$ cat config.mk
export PLATFORM = sky130hd
export DESIGN_NAME = tdm_link_engine
export DESIGN_NICKNAME = d
export VERILOG_FILES = /design/src/rtl/tdm_link_pkg.sv /design/src/rtl/tdm_link_ctrl.sv /design/src/rtl/tdm_link_data.sv /design/src/rtl/tdm_link_engine.sv
export SDC_FILE = /design/constraint.sdc
export NUM_CORES = 1
export LEC_CHECK = 0
export ABC_AREA = 1
export BUFFER_PORTS_ARGS = -buffer_cell sky130_fd_sc_hd__buf_2
export CAP_MARGIN = 15
export CORE_MARGIN = 4
export CORE_UTILIZATION = 52
export CTS_BUF_LIST = sky130_fd_sc_hd__clkbuf_2 sky130_fd_sc_hd__clkbuf_4 sky130_fd_sc_hd__clkbuf_8
export DETAILED_ROUTE_END_ITERATION = 10
export HOLD_SLACK_MARGIN = 0.03
export PLACE_DENSITY = 0.75
export SLEW_MARGIN = 20
export SYNTH_ARGS = -nofsm -noshare
export SYNTH_HDL_FRONTEND = slang
export SYNTH_SLANG_ARGS = --single-unit
export TNS_END_PERCENT = 5
$ cat constraint.sdc
create_clock -name clk -period 4.5 [get_ports clk]
set_input_delay 0.675 -clock clk [delete_from_list [all_inputs] [get_ports clk]]
set_output_delay 0.675 -clock clk [all_outputs]
set_load 0.1 [all_outputs]
$ cat src/rtl/tdm_link_pkg.sv
package tdm_link_pkg;

  // Width of the slot index carried in the strobe bundle (up to 256 slots).
  localparam int SLOT_IDX_W = 8;

  // Strobes from the frame control to the serial datapath, all valid in one clk cycle.
  typedef struct packed {
    logic                  tick;     // bit-clock falling edge seen this cycle
    logic                  loadTx;   // take a copy of the transmit array (frame start)
    logic                  wordEnd;  // last bit of a captured receive slot is on sdIn
    logic                  publish;  // the word ending now is the last captured slot
    logic [SLOT_IDX_W-1:0] slotIdx;  // slot whose bit is on the wire before this edge
  } link_strobe_t;

endpackage

$ cat src/rtl/tdm_link_ctrl.sv
module tdm_link_ctrl
  import tdm_link_pkg::*;
#(
  parameter int SLOT_W    = 16,
  parameter int NUM_SLOTS = 16,
  parameter int RX_SLOTS  = 5
) (
  input  logic         clk,
  input  logic         rst_n,
  input  logic         bitClk,
  output logic         frameSync,
  output logic         frameDone,
  output link_strobe_t strobes
);

  localparam int FRAME_BITS = SLOT_W * NUM_SLOTS;
  localparam int POS_W      = $clog2(FRAME_BITS);
  localparam int BIT_W      = $clog2(SLOT_W);
  localparam int SEL_W      = POS_W - BIT_W;

  localparam logic [POS_W-1:0] LAST_POS = POS_W'(FRAME_BITS - 1);
  localparam logic [POS_W-1:0] SYNC_PRE = POS_W'(FRAME_BITS - 2);
  localparam logic [BIT_W-1:0] LAST_BIT = BIT_W'(SLOT_W - 1);
  localparam logic [SEL_W-1:0] LAST_RX  = SEL_W'(RX_SLOTS - 1);

  // Two synchronizer stages plus one history stage for edge detection.
  logic [2:0]       clkSync;
  logic             fallEdge;
  logic [POS_W-1:0] pos;
  logic [SEL_W-1:0] slotNow;
  logic [BIT_W-1:0] bitNow;

  always_ff @(posedge clk) begin
    if (!rst_n) clkSync <= '0;
    else        clkSync <= {clkSync[1:0], bitClk};
  end

  assign fallEdge = clkSync[2] & ~clkSync[1];
  assign slotNow  = pos[POS_W-1:BIT_W];
  assign bitNow   = pos[BIT_W-1:0];

  // pos is the bit position currently on the wire; reset puts it just ahead
  // of the sync bit, so the first edge opens a frame.
  always_ff @(posedge clk) begin
    if (!rst_n) begin
      pos       <= SYNC_PRE;
      frameSync <= 1'b0;
      frameDone <= 1'b0;
    end else begin
      frameDone <= fallEdge && (pos == LAST_POS);
      if (fallEdge) begin
        pos       <= pos + POS_W'(1);
        frameSync <= (pos == SYNC_PRE);
      end
    end
  end

  always_comb begin
    strobes.tick    = fallEdge;
    strobes.loadTx  = fallEdge && (pos == SYNC_PRE);
    strobes.wordEnd = fallEdge && (bitNow == LAST_BIT) && (slotNow <= LAST_RX);
    strobes.publish = fallEdge && (bitNow == LAST_BIT) && (slotNow == LAST_RX);
    strobes.slotIdx = SLOT_IDX_W'(slotNow);
  end

endmodule

$ cat src/rtl/tdm_link_data.sv
module tdm_link_data
  import tdm_link_pkg::*;
#(
  parameter int SLOT_W    = 16,
  parameter int NUM_SLOTS = 16,
  parameter int RX_SLOTS  = 5
) (
  input  logic                       clk,
  input  logic                       rst_n,
  input  link_strobe_t               strobes,
  input  logic [NUM_SLOTS*SLOT_W-1:0] txSlots,
  input  logic                       sdIn,
  output logic                       sdOut,
  output logic [RX_SLOTS*SLOT_W-1:0] rxSlots,
  output logic                       rxValid
);

  localparam int FRAME_BITS = SLOT_W * NUM_SLOTS;

  logic [FRAME_BITS-1:0] txFlat;
  logic [FRAME_BITS-1:0] txShift;
  logic [SLOT_W-2:0]     rxShift;
  logic [SLOT_W-1:0]     newWord;
  logic [SLOT_W-1:0]     collect [RX_SLOTS-1];
  logic [SLOT_W-1:0]     rxBank  [RX_SLOTS];

  // Put slot 0 at the top of the frame image so the shift order is slot-major, MSB first.
  for (genvar s = 0; s < NUM_SLOTS; s++) begin : g_txFlat
    assign txFlat[FRAME_BITS-1-s*SLOT_W -: SLOT_W] = txSlots[s*SLOT_W +: SLOT_W];
  end

  // Transmit: send the top bit of the frame image at each edge. The edge that
  // starts the sync bit sends the previous frame's last bit and then reloads.
  always_ff @(posedge clk) begin
    if (!rst_n) begin
      sdOut   <= 1'b0;
      txShift <= '0;
    end else if (strobes.tick) begin
      sdOut <= txShift[FRAME_BITS-1];
      if (strobes.loadTx) txShift <= txFlat;
      else                txShift <= {txShift[FRAME_BITS-2:0], 1'b0};
    end
  end

  // Receive: the bit that ends at this edge is appended to the running word.
  assign newWord = {rxShift, sdIn};

  always_ff @(posedge clk) begin
    if (!rst_n) begin
      rxShift <= '0;
      rxValid <= 1'b0;
      for (int s = 0; s < RX_SLOTS - 1; s++) collect[s] <= '0;
      for (int s = 0; s < RX_SLOTS; s++)     rxBank[s]  <= '0;
    end else begin
      rxValid <= strobes.publish;
      if (strobes.tick) rxShift <= newWord[SLOT_W-2:0];
      for (int s = 0; s < RX_SLOTS - 1; s++) begin
        if (strobes.wordEnd && strobes.slotIdx == SLOT_IDX_W'(s)) collect[s] <= newWord;
      end
      if (strobes.publish) begin
        for (int s = 0; s < RX_SLOTS - 1; s++) rxBank[s] <= collect[s];
        rxBank[RX_SLOTS-1] <= newWord;
      end
    end
  end

  for (genvar s = 0; s < RX_SLOTS; s++) begin : g_rxOut
    assign rxSlots[s*SLOT_W +: SLOT_W] = rxBank[s];
  end

endmodule

$ cat src/rtl/tdm_link_engine.sv
module tdm_link_engine
  import tdm_link_pkg::*;
#(
  parameter int SLOT_W    = 16,
  parameter int NUM_SLOTS = 16,
  parameter int RX_SLOTS  = 5
) (
  input  logic                        clk,
  input  logic                        rst_n,
  input  logic                        bitClk,
  input  logic                        sdIn,
  input  logic [NUM_SLOTS*SLOT_W-1:0] txSlots,
  output logic                        sdOut,
  output logic                        frameSync,
  output logic                        frameDone,
  output logic [RX_SLOTS*SLOT_W-1:0]  rxSlots,
  output logic                        rxValid
);

  link_strobe_t strobes;
  logic         bitTick;

  assign bitTick = strobes.tick;

  tdm_link_ctrl #(
    .SLOT_W(SLOT_W), .NUM_SLOTS(NUM_SLOTS), .RX_SLOTS(RX_SLOTS)
  ) u_ctrl (
    .clk(clk), .rst_n(rst_n), .bitClk(bitClk),
    .frameSync(frameSync), .frameDone(frameDone), .strobes(strobes)
  );

  tdm_link_data #(
    .SLOT_W(SLOT_W), .NUM_SLOTS(NUM_SLOTS), .RX_SLOTS(RX_SLOTS)
  ) u_data (
    .clk(clk), .rst_n(rst_n), .strobes(strobes), .txSlots(txSlots),
    .sdIn(sdIn), .sdOut(sdOut), .rxSlots(rxSlots), .rxValid(rxValid)
  );

endmodule

==> flow_summary.json, run 1 <==
{
  "status": "completed",
  "worstPathCellList": "inv_2 > nand2_4 > buf_4 > buf_4 > o21ai_0 > a21oi_1",
  "antenna_found_initial": 6,
  "peakVddDrop_mv": 0.231,
  "period_share_pct": 60.9,
  "cts_resized": 0,
  "p_leak_nw": 8.39,
  "fin_ws_ns": 1.76,
  "setup_violations": 0,
  "placementRows": 66,
  "design.die.area_um2": 36500,
  "drive_above_1_share_pct": 21.7,
  "worst_ep_required_time_ns": 5.01,
  "final_max_slew_viol_count": 0,
  "p_int_mw": 6.22,
  "p_switching_mw": 2.14,
  "routed-via-count": 15300,
  "r2r_setup_slack_ns": 1.76,
  "stdcell_area_um2": 20600,
  "gr-total-overflow": 0,
  "grt_max_degree": 258,
  "cts_hold_buffers": 0,
  "reg2reg_depth": 6,
  "syn_area_per_cell_um2": 8.81,
  "grt_usage_pct": 23.1,
  "yosys_warnings": 0,
  "critPathMaxStageDelay_ns": 0.92,
  "start_util_pct": 53.2,
  "boundaryPins": 344,
  "ys_types": 24,
  "worst-path-buf-inv": 3,
  "ys_seq_elements": 430,
  "synth.net_count": 2243,
  "die_x_um": 191,
  "crit_fanout": 104,
  "cp-start-kind": "register",
  "area_growth_pct": 18.3,
  "min_path_cells": 3,
  "period_minus_slack_ns": 2.74,
  "ys_seq_area_share_pct": 57.6,
  "critPathCaptureType": "register",
  "h-tree-depth": 3,
  "grt_pass1_vias": 14100,
  "skew_ns": 0.0336,
  "r2r_end": "u_data.rxShift[10]",
  "vias_per_cell": 5.60,
  "tns_ns": 0,
  "cp_slowest_cell": "buf_4",
  "critical_path_class": "register to register",
  "clock_sinks": 430,
  "hold_start": "bitClk",
  "worstMarginPinSlew_ns": 1.05,
  "swShare_pct": 25.6,
  "cp.arrival_ns": 3.25,
  "nets": 2491,
  "utilization_pct": 62.9,
  "drt-total-wl_um": 44600,
  "synth_top_area_share_pct": 32.8,
  "post_cts_buffers": 0,
  "critPathLaunch": "u_ctrl.clkSync[1]",
  "drt_iter0_markers": 1326,
  "routabilityCongestion": 0.799,
  "maxCapViolCount": 0,
  "clk_pin_slew_ns": 0.06,
  "powerDensity_nw_per_um2": 405,
  "hp-class": "primary input to register",
  "ant_nets": 0,
  "synth_area_um2": 17400,
  "reg2reg_from": "u_ctrl.clkSync[1]",
  "hold_violations": 0,
  "post_dp_cell_area_um2": 19100,
  "holdWs_ns": 0.277,
  "synth.area.top_cells": "dfxtp_1 (33%), edfxtp_1 (25%), a21oi_1 (15%)",
  "clkLatencyLatePin_ns": 0.60,
  "hpwl_um": 26400,
  "rsz0062_at_grt": "false",
  "cts_buffers": 72,
  "io_buffers": 343,
  "drc": 0,
  "yosys.area.top_type": "dfxtp_1",
  "cts_tree": "done",
  "hold_path_end": "u_ctrl.clkSync[0]",
  "max_freq_mhz": 365,
  "pwr-share-clk_pct": 41.7,
  "cts_buffer_depth": 3,
  "root_buffer": "clkbuf_8",
  "relSlewSlack_pct": 29.7,
  "power_frac_seq_pct": 50.1,
  "wl_per_cell_um": 16.4,
  "grt_pass1_wl_um": 70200,
  "die_y_um": 191,
  "syn-instance-count": 1981,
  "core-area_um2": 32800,
  "detailedPlace.worstSlack_ns": 1.80,
  "cp_top_family": "buffers and inverters",
  "path_common_cell": "buf_4",
  "nFillCells": 2787,
  "pwr-share-comb_pct": 8.2,
  "drt_first_pass_iters": 7
}
[cells in the mapped netlist (all sizes together)]
master / number
a21oi: 530
buf: 117
clkbuf: 71
dfxtp: 286
edfxtp: 144
ha: 2
inv: 95
nand2: 26
nand3: 266
nand4: 4
nor2: 158
nor3: 2
nor4: 1
o21ai: 277
xnor2: 1
xor2: 1
[power by group through the flow]
stage | clock network, mW | logic [mW] | registers (mW)
3_5_place_dp | 0 | 0.684 | 4.26
6_report | 3.48 | 0.689 | 4.18
4_1_cts | 3.56 | 0.686 | 4.18
5_1_grt | 3.76 | 0.746 | 4.19
3_3_place_gp | 0 | 0.674 | 4.26
2_1_floorplan | 0 | 0.274 | 4.44
[cell usage in the layout (no fill, tap or decap), types with 2 or more instances in the layout]
cell type / instances
nand3_2: 2
nand2_4: 3
inv_6: 3
nand3_1: 263
clkbuf_4: 26
clkbuf_8: 78
buf_2: 342
buf_12: 5
nand2_1: 23
nand4_2: 2
ha_1: 2
inv_1: 92
clkinv_2: 5
nor2_1: 156
edfxtp_1: 144
inv_12: 2
o21ai_0: 275
buf_4: 11
inv_2: 2
a21oi_1: 530
buf_6: 3
diode_2: 3
clkinv_8: 3
clkinv_1: 9
dfxtp_1: 286
[registers in the layout, indices dropped and copies added, names as in the netlist]
name / cells
u_data.txShift: 256
u_data.rxBank: 80
u_data.collect: 64
u_data.rxShift: 15
u_ctrl.pos: 8
u_ctrl.clkSync: 3
u_ctrl.frameDone: 1
u_ctrl.frameSync: 1
u_data.rxValid: 1
u_data.sdOut: 1
[stage by stage]
step           total power [mW]  std cells
3_5_place_dp               4.95       2595
4_1_cts                    8.43       2722
6_report                   8.35       2727
5_1_grt                    8.69       2725
2_1_floorplan              4.72       1981
3_3_place_gp               4.94       2593
[routing by layer]
layer	GRT usage, %	part of all wire [%]	vias up
li1	-	-	7472
met1	32.6	43	7152
met2	35.3	46	550
met3	5.73	7.9	89
met4	7.35	2.7	8
met5	0	0.099	-
[logic make-up after synthesis]
kind of cell / count (synthesis) / synth area share (%)
AND/OR/NAND/NOR: 457 / 12.2
adder cells (fa/ha/maj): 2 / 0.143
buffers and inverters: 283 / 6.83
AO/OA/AOI/OAI: 807 / 23.2
flip-flops: 430 / 57.6
XOR/XNOR: 2 / 0.100
[layout make-up]
cell class	count	area, µm²	share of cell area (%)
Tap cell	442	553	2.68
Sequential cell	430	10000	48.7
Multi-Input combinational cell	1268	6240	30.3
Clock buffer	104	1270	6.15
Inverter	95	362	1.75
Timing Repair Buffer	362	1960	9.48
Clock inverter	23	195	0.946
Antenna cell	3	7.51	0.0364
[how the worst max path moves through the flow]
stage	end	slack, ns	cells after the start
2_1_floorplan	u_data.rxBank[0][0]	0.94	4
3_3_place_gp	u_data.rxBank[0][22]	1.75	3
3_5_place_dp	u_data.rxShift[10]	1.80	6
4_1_cts	u_data.rxShift[11]	1.78	6
5_1_grt	u_data.rxShift[11]	1.45	6
6_report	u_data.rxShift[10]	1.76	6
[worst reg2reg max path, cell delays in order, from the launching register on]
cell and delay, ns:
dfxtp_1 0.34, inv_2 0.05, nand2_4 0.23, buf_4 0.74, buf_4 0.93, o21ai_0 0.24
a21oi_1 0.15
Note: power is estimated with default switching activity, not from simulation.
==> run 2, diff against run 1 <==
- PLACE_DENSITY: 0.75 -> 0.78
- clock period: 4.5 -> 2.5 ns (I/O delays scaled with it)
==> flow_summary.json, run 2 (synthesis gave the netlist of run 1 again) <==
{
  "status": "completed",
  "drt_first_pass_iters": 6,
  "relSlewSlack_pct": 19.2,
  "final_max_slew_viol_count": 0,
  "setup_violations": 0,
  "start_util_pct": 53.2,
  "worstMarginPinSlew_ns": 1.21,
  "largest_reg_flops": 256,
  "area_growth_pct": 19.5,
  "clk_pin_slew_ns": 0.06,
  "worst_ep_required_time_ns": 3.01,
  "wl_per_cell_um": 16.4,
  "drc": 0,
  "critPathMaxStageDelay_ns": 0.44,
  "hpwl_um": 26900,
  "peakVddDrop_mv": 0.433,
  "cp_slowest_cell": "buf_12",
  "cp.arrival_ns": 2.62,
  "boundaryPins": 344,
  "routed-via-count": 15500,
  "io_buffers": 343,
  "drt-total-wl_um": 45100,
  "design.die.area_um2": 36500,
  "maxCapViolCount": 0,
  "skew_ns": 0.0332,
  "period_share_pct": 84.4,
  "die_y_um": 191,
  "p_leak_nw": 8.47,
  "cts_buffer_depth": 3,
  "vias_per_cell": 5.64,
  "grt_pass1_wl_um": 71100,
  "nets": 2506,
  "post_cts_buffers": 0,
  "max_freq_mhz": 474,
  "crit_fanout": 257,
  "final_common_cell": "a21oi_1",
  "cts_buffers": 69,
  "antenna_found_initial": 9,
  "grt_usage_pct": 23.2,
  "ant_nets": 0,
  "gr-total-overflow": 0,
  "drt_iter0_markers": 1334,
  "placementRows": 66,
  "fin_ws_ns": 0.391,
  "hold_violations": 0,
  "worst-path-buf-inv": 3,
  "reg_top3": "u_data.txShift x256, u_data.rxBank x80, u_data.collect x64",
  "h-tree-depth": 3,
  "hp-class": "primary input to register",
  "critical_path_class": "register to register",
  "cts_tree": "done",
  "cp_top_family": "buffers and inverters",
  "grt_pass1_vias": 14500,
  "final_cell_mix": "a21oi_1 (530), buf_2 (342), dfxtp_1 (286)",
  "drive_above_1_share_pct": 21.7,
  "nFillCells": 2718,
  "grt_max_degree": 258,
  "tns_ns": 0,
  "worstPathCellList": "inv_2 > nand2_4 > inv_6 > buf_12 > o21ai_0 > a21oi_1",
  "root_buffer": "clkbuf_8",
  "clkLatencyLatePin_ns": 0.59,
  "regMostFlops": "u_data.txShift",
  "routabilityCongestion": 0.820,
  "cp-start-kind": "register",
  "rsz0062_at_grt": "false",
  "period_minus_slack_ns": 2.11,
  "critPathCaptureType": "register",
  "clock_sinks": 430,
  "core-area_um2": 32800,
  "powerDensity_nw_per_um2": 721,
  "die_x_um": 191,
  "detailedPlace.worstSlack_ns": 0.461
}
-- run 2: cell count changes in the layout (fill, tap and decap cells not counted), sizes merged --
cell,previous run,this run
bufinv,1,2
dlygate4sd3,0,11
buf,362,369
clkbuf,104,98
diode,3,6
inv,99,98
-- run 2: per-stage QoR --
step	util [%]	area, µm²	power (mW)	std cells	hold WS [ns]
2_1_floorplan	-	17400	8.49	1981	0.390
3_3_place_gp	58.8	19300	8.90	2604	0.407
3_5_place_dp	58.8	19300	8.92	2604	0.414
4_1_cts	63.5	20800	15.1	2735	0.0308
5_1_grt	63.6	20800	15.6	2741	0.0382
6_report	63.6	20800	15.0	2742	0.0620
-- run 2: cell type report --
type                            count  area (µm²)  share of cell area, %
Sequential cell                   430       10000                   48.2
Multi-Input combinational cell   1268        6240                   29.9
Timing Repair Buffer              380        2180                   10.5
Clock buffer                       98        1250                   6.02
Tap cell                          442         553                   2.65
Inverter                           95         362                   1.74
Clock inverter                     23         186                  0.895
Antenna cell                        6        15.0                 0.0721
-- run 2: report_power, final --
group | internal, mW | total [mW] | switching (mW)
Clock | 3.47 | 6.22 | 2.76
Sequential | 7.43 | 7.53 | 0.0941
Combinational | 0.355 | 1.27 | 0.918
-- run 2: per-layer routing --
metal | global-route usage (%) | vias up | share of wire [%]
met5 | 0 | - | 0.075
met2 | 36.9 | 644 | 47
met3 | 4.97 | 97 | 7.8
li1 | - | 7511 | -
met4 | 7.46 | 6 | 2.6
met1 | 32.0 | 7210 | 42
-- run 2: path summary, 6_finish.rpt --
kind / from / end / slack (ns) / depth (start not counted)
setup / recovery: u_ctrl.clkSync[1] / u_data.txShift[113] / 0.39 / 6
hold / removal: txSlots[134] / u_data.txShift[118] / 0.06 / 3
setup reg to reg: u_ctrl.clkSync[1] / u_data.txShift[113] / 0.39 / 6
hold reg to reg: u_ctrl.clkSync[0] / u_ctrl.clkSync[1] / 0.42 / 2
-- run 2: repair_timing --
| item | in CTS | in global routing |
|---|---|---|
| hold buffers | 10 | 1 |
| gates resized for setup | 0 | 0 |
| hold endpoints to repair | 10 | 1 |
-- run 2: tightest hold or removal path: stages --
cell and delay [ns]:
buf_2 0.10, nand3_1 0.07, a21oi_1 0.06
